==> config.mk <==
export PLATFORM = sky130hd
export DESIGN_NAME = qdr_req_seq
export DESIGN_NICKNAME = d
export VERILOG_FILES = /design/src/rtl/qdr_seq_pkg.sv /design/src/rtl/qdr_req_fifo.sv /design/src/rtl/qdr_cmd_arb.sv /design/src/rtl/qdr_beat_out.sv /design/src/rtl/qdr_req_seq.sv
export SDC_FILE = /design/constraint.sdc
export NUM_CORES = 1
export LEC_CHECK = 0
export BUFFER_PORTS_ARGS = -buffer_cell sky130_fd_sc_hd__buf_4
export CORE_ASPECT_RATIO = 0.6
export CORE_MARGIN = 2
export CORE_UTILIZATION = 53
export DETAILED_ROUTE_END_ITERATION = 10
export MAX_ROUTING_LAYER = met4
export PLACE_DENSITY = 0.76
export SLEW_MARGIN = 20
export SYNTH_ARGS = -nofsm -noshare
export SYNTH_HDL_FRONTEND = slang
export SYNTH_SLANG_ARGS = --single-unit
==> constraint.sdc <==
create_clock -name clk -period 3.8 [get_ports clk]
set_input_delay 0.76 -clock clk [delete_from_list [all_inputs] [get_ports clk]]
set_output_delay 0.76 -clock clk [all_outputs]
set_load 0.05 [all_outputs]
==> src/rtl/qdr_seq_pkg.sv <==
package qdr_seq_pkg;

  // Byte-write lanes per device beat: two 9-bit lanes on an 18-bit device.
  function automatic int lanes_for(input int dw);
    return (dw == 18) ? 2 : 1;
  endfunction

endpackage

==> src/rtl/qdr_req_fifo.sv <==
module qdr_req_fifo #(
  parameter int WIDTH = 8,
  parameter int DEPTH = 4
) (
  input  logic             clk,
  input  logic             rst,
  input  logic             push,
  input  logic             pop,
  input  logic [WIDTH-1:0] din,
  output logic [WIDTH-1:0] head,
  output logic             full,
  output logic             empty
);
  localparam int PW = (DEPTH > 1) ? $clog2(DEPTH) : 1;
  localparam int CW = $clog2(DEPTH + 1);

  logic [WIDTH-1:0] mem [DEPTH];
  logic [PW-1:0]    wptr, rptr;
  logic [CW-1:0]    count;
  logic             wr_en, rd_en;

  function automatic logic [PW-1:0] step(input logic [PW-1:0] p);
    return (p == PW'(DEPTH - 1)) ? '0 : p + 1'b1;
  endfunction

  assign wr_en = push & ~full;
  assign rd_en = pop & ~empty;
  assign full  = (count == CW'(DEPTH));
  assign empty = (count == '0);
  assign head  = mem[rptr];

  // Storage without reset so it can map onto RAM.
  always_ff @(posedge clk) begin
    if (wr_en) mem[wptr] <= din;
  end

  always_ff @(posedge clk) begin
    if (rst) begin
      wptr  <= '0;
      rptr  <= '0;
      count <= '0;
    end else begin
      if (wr_en) wptr <= step(wptr);
      if (rd_en) rptr <= step(rptr);
      case ({wr_en, rd_en})
        2'b10:   count <= count + 1'b1;
        2'b01:   count <= count - 1'b1;
        default: count <= count;
      endcase
    end
  end


  fifo_full_hold_chk: assert property (@(posedge clk) disable iff (rst)
    (full && !pop) |=> full);


  fifo_pop_nonempty_chk: assert property (@(posedge clk) disable iff (rst)
    pop |-> !empty);

endmodule

==> src/rtl/qdr_cmd_arb.sv <==
module qdr_cmd_arb #(
  parameter int BURST = 2
) (
  input  logic clk,
  input  logic rst,
  input  logic wq_empty,
  input  logic rq_empty,
  output logic wr_cmd,
  output logic wr_beat,
  output logic wr_pop,
  output logic rd_cmd,
  output logic rd_pop
);
  // Each user word occupies its port for two clocks; the sub flag marks the
  // second clock, which also retires the queue head.
  logic wsub, rsub;
  logic rd_act;

  assign wr_pop = wsub;
  assign rd_pop = rsub;

  generate
    if (BURST == 4) begin : g_b4
      logic rd_start, wr_start;
      assign rd_start = ~rsub & ~rq_empty;
      assign wr_start = ~wsub & ~wq_empty & ~rd_start;
      assign rd_cmd   = rd_start;
      assign wr_cmd   = wr_start;
      assign rd_act   = rd_start | rsub;
      assign wr_beat  = wr_start | wsub;


      b4_wr_data_phase_chk: assert property (@(posedge clk) disable iff (rst)
        wr_cmd |=> (wr_beat && !wr_cmd));
    end else begin : g_b2
      assign rd_act  = rsub | ~rq_empty;
      assign wr_beat = wsub | ~wq_empty;
      assign rd_cmd  = rd_act;
      assign wr_cmd  = wr_beat;
    end
  endgenerate

  always_ff @(posedge clk) begin
    if (rst) begin
      wsub <= 1'b0;
      rsub <= 1'b0;
    end else begin
      wsub <= wr_beat & ~wsub;
      rsub <= rd_act & ~rsub;
    end
  end

endmodule

==> src/rtl/qdr_beat_out.sv <==
module qdr_beat_out #(
  parameter int DW = 18,
  parameter int NB = 2
) (
  input  logic            clk,
  input  logic            rst,
  input  logic            beat_en,
  input  logic            half,
  input  logic [4*DW-1:0] word,
  input  logic [4*NB-1:0] mask_n,
  output logic [DW-1:0]   d_r,
  output logic [DW-1:0]   d_f,
  output logic [NB-1:0]   bws_r_n,
  output logic [NB-1:0]   bws_f_n
);
  logic [2*DW-1:0] pair;
  logic [2*NB-1:0] pmask;

  // First clock: beats 0/1; second clock: beats 2/3.
  assign pair  = half ? word[4*DW-1:2*DW] : word[2*DW-1:0];
  assign pmask = half ? mask_n[4*NB-1:2*NB] : mask_n[2*NB-1:0];

  always_ff @(posedge clk) begin
    if (rst || !beat_en) begin
      d_r     <= '0;
      d_f     <= '0;
      bws_r_n <= '1;
      bws_f_n <= '1;
    end else begin
      d_r     <= pair[DW-1:0];
      d_f     <= pair[2*DW-1:DW];
      bws_r_n <= pmask[NB-1:0];
      bws_f_n <= pmask[2*NB-1:NB];
    end
  end


  idle_bws_high_chk: assert property (@(posedge clk) disable iff (rst)
    !beat_en |=> (&bws_r_n && &bws_f_n));

endmodule

==> src/rtl/qdr_req_seq.sv <==
module qdr_req_seq #(
  parameter int DW       = 18,
  parameter int BURST    = 2,
  parameter int UAW      = 8,
  parameter int WQ_DEPTH = 4,
  parameter int RQ_DEPTH = 4,
  localparam int NB  = qdr_seq_pkg::lanes_for(DW),
  localparam int UW  = 4 * DW,
  localparam int MW  = 4 * NB,
  localparam int DAW = UAW + ((BURST == 2) ? 1 : 0)
) (
  input  logic           clk,
  input  logic           rst,
  input  logic           rd_req_n,
  input  logic [UAW-1:0] rd_addr,
  input  logic           wr_req_n,
  input  logic [UAW-1:0] wr_addr,
  input  logic [UW-1:0]  wr_data,
  input  logic [MW-1:0]  wr_bmask_n,
  output logic           wr_full,
  output logic           rd_full,
  output logic           rps_n,
  output logic           wps_n,
  output logic [DAW-1:0] addr_r,
  output logic [DAW-1:0] addr_f,
  output logic [DW-1:0]  d_r,
  output logic [DW-1:0]  d_f,
  output logic [NB-1:0]  bws_r_n,
  output logic [NB-1:0]  bws_f_n
);
  localparam int WQW = UAW + MW + UW;

  logic [WQW-1:0] wq_head;
  logic [UAW-1:0] rq_head, wq_addr;
  logic [MW-1:0]  wq_mask;
  logic [UW-1:0]  wq_data;
  logic           wq_empty, rq_empty;
  logic           wr_cmd, wr_beat, wr_pop, rd_cmd, rd_pop;
  logic [DAW-1:0] addr_r_nx, addr_f_nx;
  logic           rst_q;

  qdr_req_fifo #(.WIDTH(WQW), .DEPTH(WQ_DEPTH)) wq_i (
    .clk(clk), .rst(rst), .push(~wr_req_n & ~rst), .pop(wr_pop),
    .din({wr_addr, wr_bmask_n, wr_data}), .head(wq_head),
    .full(wr_full), .empty(wq_empty));

  qdr_req_fifo #(.WIDTH(UAW), .DEPTH(RQ_DEPTH)) rq_i (
    .clk(clk), .rst(rst), .push(~rd_req_n & ~rst), .pop(rd_pop),
    .din(rd_addr), .head(rq_head), .full(rd_full), .empty(rq_empty));

  assign {wq_addr, wq_mask, wq_data} = wq_head;

  qdr_cmd_arb #(.BURST(BURST)) arb_i (
    .clk(clk), .rst(rst), .wq_empty(wq_empty), .rq_empty(rq_empty),
    .wr_cmd(wr_cmd), .wr_beat(wr_beat), .wr_pop(wr_pop),
    .rd_cmd(rd_cmd), .rd_pop(rd_pop));

  // The pop flag doubles as the half indicator (second clock of a word).
  qdr_beat_out #(.DW(DW), .NB(NB)) beat_i (
    .clk(clk), .rst(rst), .beat_en(wr_beat), .half(wr_pop),
    .word(wq_data), .mask_n(wq_mask),
    .d_r(d_r), .d_f(d_f), .bws_r_n(bws_r_n), .bws_f_n(bws_f_n));

  generate
    if (BURST == 2) begin : g_addr_b2
      assign addr_r_nx = rd_cmd ? {rq_head, rd_pop} : '0;
      assign addr_f_nx = wr_cmd ? {wq_addr, wr_pop} : '0;


      b2_wr_second_half_chk: assert property (@(posedge clk) disable iff (rst)
        (!wps_n && !addr_f[0]) |=> (!wps_n && addr_f[0]));


      b2_rd_second_half_chk: assert property (@(posedge clk) disable iff (rst)
        (!rps_n && !addr_r[0]) |=> (!rps_n && addr_r[0]));
    end else begin : g_addr_b4
      assign addr_r_nx = rd_cmd ? rq_head : (wr_cmd ? wq_addr : '0);
      assign addr_f_nx = '0;


      b4_single_cmd_chk: assert property (@(posedge clk) disable iff (rst)
        !(!rps_n && !wps_n));
    end
  endgenerate

  always_ff @(posedge clk) begin
    if (rst) begin
      rps_n  <= 1'b1;
      wps_n  <= 1'b1;
      addr_r <= '0;
      addr_f <= '0;
    end else begin
      rps_n  <= ~rd_cmd;
      wps_n  <= ~wr_cmd;
      addr_r <= addr_r_nx;
      addr_f <= addr_f_nx;
    end
  end

  always_ff @(posedge clk) rst_q <= rst;


  sel_idle_after_rst_chk: assert property (@(posedge clk) disable iff (rst)
    rst_q |-> (rps_n && wps_n));

endmodule

==> summary.md <==
| Metric | Value |
|---|---|
| Number of different library cells in the post-synthesis netlist | 34 |
| Post-route antenna net violation count | 0 |
| Max clock buf depth | 3 |
| Part of the cycle the worst path needs | between 60% and 70% |
| Row cnt | 50 |
| Area share of the leading cell type in the synthesized netlist | between 60% and 70% |
| Count of endpoints failing hold in the final timing report | 0 |
| Layout cell share with drive strength beyond 1 | 36.1% |
| Gr ovfl total | 0 |
| Area of the core region | about 0.031 sq mm |
| Reported net switching power | about 2300 uW |
| R2R cell count | 9 |
| Wire length of the first global-routing pass | 46.9 mm |
| Outcome | complete, no violations |
| Cell area after synthesis | 0.0166 sq mm |
| Clock tree from TritonCTS | built |
| Setup TNS | 0 ps |
| Number of search-and-repair iterations in the first detailed-routing pass | 4 |
| Count of nets after finishing | ~1.0k |
| Number of flops mapped to enable cells by yosys | 384 |
| DRC errors left | 0 |
| Clock network fraction of design power | 38.7% |
| Port Buffers | 161 |
| Nature of the critical path startpoint | flop |
| Fraction of the yosys area taken by sequential cells | 79.1% |
| Compound-cell area share of the yosys netlist | about 2.9% |
| Worst reg2reg path endpoint | rq_i.count[2] |
| Worst reg2reg startpoint | rq_i.count[2] |
| Avg WL per Cell | roughly 23 um |
| Area growth from synthesis to layout | 18.6% |
| Leakage power total | 0.00664 uW |
| Synthesized netlist net count | 851 |
| Post-layout min period | 2560 ps |
| Area of the die | 0.0327 sq mm |
| Skew final | 21.7 ps |
| Number of failing setup endpoints in the final timing report | 0 |
| Async S/R FF share, synth | 0% |
| Hold Crit Class | input pin to flop |
| Initial antenna violation count | 1 |
| Pin count of the biggest net entering global routing | 54 |
| Global routing usage summed across all routing layers | 20.0% |
| Peak clock frequency supported by timing | 390 MHz |
| Detail Placement HPWL | 18.8 mm |
| Number of pins with negative max-slew slack in the final report | 0 |
| Minimum hold slack | 410 ps |
| Required arrival time at the worst endpoint | 3040 ps |
| Most used flip-flop cell after synthesis | sky130_fd_sc_hd__edfxtp_1 |
| DR vias | approximately 7.7k |
| Adder-cell share of the synthesized area | 1.15% |
| Register-to-register path setup slack | 1260 ps |
| Total wirelength of the detailed-routed design | 31.2 mm |
| Horizontal extent of the die | 232 um |
| Top cells by area, synth | sky130_fd_sc_hd__edfxtp_1 70%, sky130_fd_sc_hd__mux4_2 13%, sky130_fd_sc_hd__dfxtp_1 9.4% |
| Fraction of power consumed by sequential logic | 53.9% |
| Global placer's final weighted congestion | 0.784 |
| Critical Setup Path Class | flop to output port |
| Number of cells produced by synthesis | ~740 |
| Master cell of the clock root buffer | sky130_fd_sc_hd__clkbuf_16 |
| Sw Share | 21.8% |
| Relative slew slack | 37.3% |
| Biggest fanout along the worst timing path | 6 |
| Postcts setup bufs | 0 |
| IR Drop Worst-Case VDD | 0.000358 V |
| Io pins | 162 |
| Number of synthesis warnings | 0 |
| Average cell area after synthesis | about 22 sq um |
| Quantity of gates resized following cts | 0 |
| Hold bufs inserted after CTS | 0 |
| Initial core utilization | 53.5% |
| XOR/XNOR share of the synthesized area | 0.212% |
| Vias per std cell | between 5 and 6 |
| Critical path arrival | 1800 ps |
| Final-layout fill cell count | 2066 |
| Power per cell area | roughly 540 mW/mm^2 |
| Total power draw | between 10000 and 15000 uW |
| Overall die height | 141 um |
| RSZ-0062 raised after global routing | no |
| Setup crit end kind | output port |
| Cells on Worst Hold Path | 1 |
| Total of flip-flops plus latches after synthesis | 462 |
| Simple logic cell fraction of the synthesized area | 1.79% |
| Multiplexer fraction of the synthesized cell area | 13.2% |
| Inserted Clock Buffers | 40 |
| Total number of clock tree sinks | 462 |
| Most used standard cell by instance count after synthesis | sky130_fd_sc_hd__edfxtp_1 |
| Internal cell power | around 8400 uW |
| Least-Margin Pin Slew | 939 ps |
| Cell types with the highest counts after synthesis | 384 x sky130_fd_sc_hd__edfxtp_1, 96 x sky130_fd_sc_hd__mux4_2, 78 x sky130_fd_sc_hd__dfxtp_1 |
| Hold Startpoint | wr_data[1] |
| Iteration-0 DRC count of the detailed router | 643 |
| CTS H-tree lvls | 2 |
| Latest clock arrival within the worst-skew pair | around 550 ps |
| Number of global-route vias before repair | 7883 |
| Post-CTS clock slew at the launch and capture registers of the worst setup and hold paths | around 70 ps |
| End point of the most critical hold path | wq_i.mem[1][1] |
| Dominant combinational cell family by area after synthesis | multiplexers |
| Fraction of power consumed by combinational cells | 7.5% |
| Number of max-capacitance violations reported | 0 |
| Biggest area consumer among synthesized cells | sky130_fd_sc_hd__edfxtp_1 |
==> layer usage <==
metal / global-route usage, % / up-vias / share of wire [%]
met2: 30.6 / 243 / 48
li1: - / 3398 / -
met3: 3.50 / 35 / 5.5
met1: 28.3 / 3988 / 45
met4: 5.06 / 0 / 1.6
met5: - / - / 0
==> flip-flops by register name, summed over array words and instances (netlist names), 3 cells and up, named ones only <==
| register | flops |
|---|---|
| wq_i.mem | 352 |
| rq_i.mem | 32 |
| beat_i.d_r | 18 |
| addr_f | 9 |
| wq_i.count | 3 |
| addr_r | 9 |
| rq_i.count | 3 |
| beat_i.d_f | 18 |
==> worst max-delay path, cell delays in order (launching register included) <==
cell and delay [ps]:
sky130_fd_sc_hd__dfxtp_1 450, sky130_fd_sc_hd__nor3b_1 520, sky130_fd_sc_hd__buf_4 300
==> cells by family (layout without fill, tap and decap cells) <==
kind of cell             after synthesis  count (layout)
buffers and inverters                 48             265
other                                  0               1
AND/OR/NAND/NOR                       52              52
AO/OA/AOI/OAI                         58              58
adder cells (fa/ha/maj)               14              14
XOR/XNOR                               4               4
flip-flops                           462             462
multiplexers                          99              99
==> placed cells by master, fill, tap and decap left out, drive strengths merged, types with 4 or more instances in the layout <==
cell	Yosys	layout
a21oi	7	7
a22o	36	36
and2	8	8
buf	23	175
bufinv	0	4
clkbuf	8	56
clkinv	1	11
dfxtp	78	78
edfxtp	384	384
ha	12	12
inv	16	18
mux4	96	96
nor2	10	10
nor2b	17	17
nor3	5	5
o21ai	4	4
o22a	4	4
or3	5	5
xor2	4	4
==> power by group through the flow <==
stage | registers (uW) | logic (uW) | clock network [uW]
3_5_place_dp | 5870 | 803 | 0
5_1_grt | 5780 | 848 | 4420
3_3_place_gp | 5870 | 789 | 0
4_1_cts | 5760 | 805 | 4220
2_1_floorplan | 6050 | 297 | 0
6_report | 5760 | 799 | 4140
==> worst max-delay path by stage <==
stage                              from               to  slack, ps
after global routing      rq_i.count[2]    rq_i.count[2]       1030
after floorplan                     rst   wq_i.mem[2][0]         20
after CTS                 rq_i.count[2]          rd_full       1260
final                     rq_i.count[2]          rd_full       1240
after global placement              rst  wq_i.mem[2][42]       1090
after detailed placement            rst  wq_i.mem[2][43]       1060
==> metrics by stage <==
stage               utilization [%]  instances  cell area (sq um)  setup WS (ps)
finish                         63.4       1371              19600           1240
global route                   63.4       1371              19600           1030
floorplan                         -        737              16600           22.9
global placement               59.0       1297              18300           1090
CTS                            63.4       1370              19600           1260
detailed placement             59.0       1297              18300           1060
==> layout make-up <==
cell class                 count  area [sq um]  area share [%]
tap                          416           520            2.65
antenna                        1          2.50          0.0127
clock inverter                17           214            1.09
multi-input combinational    227          3220            16.4
timing repair buffer         175          1390            7.07
clock buffer                  56          1130            5.76
sequential                   462         13100            66.7
inverter                      17          65.1           0.331
(Power assumes the default switching activity.)
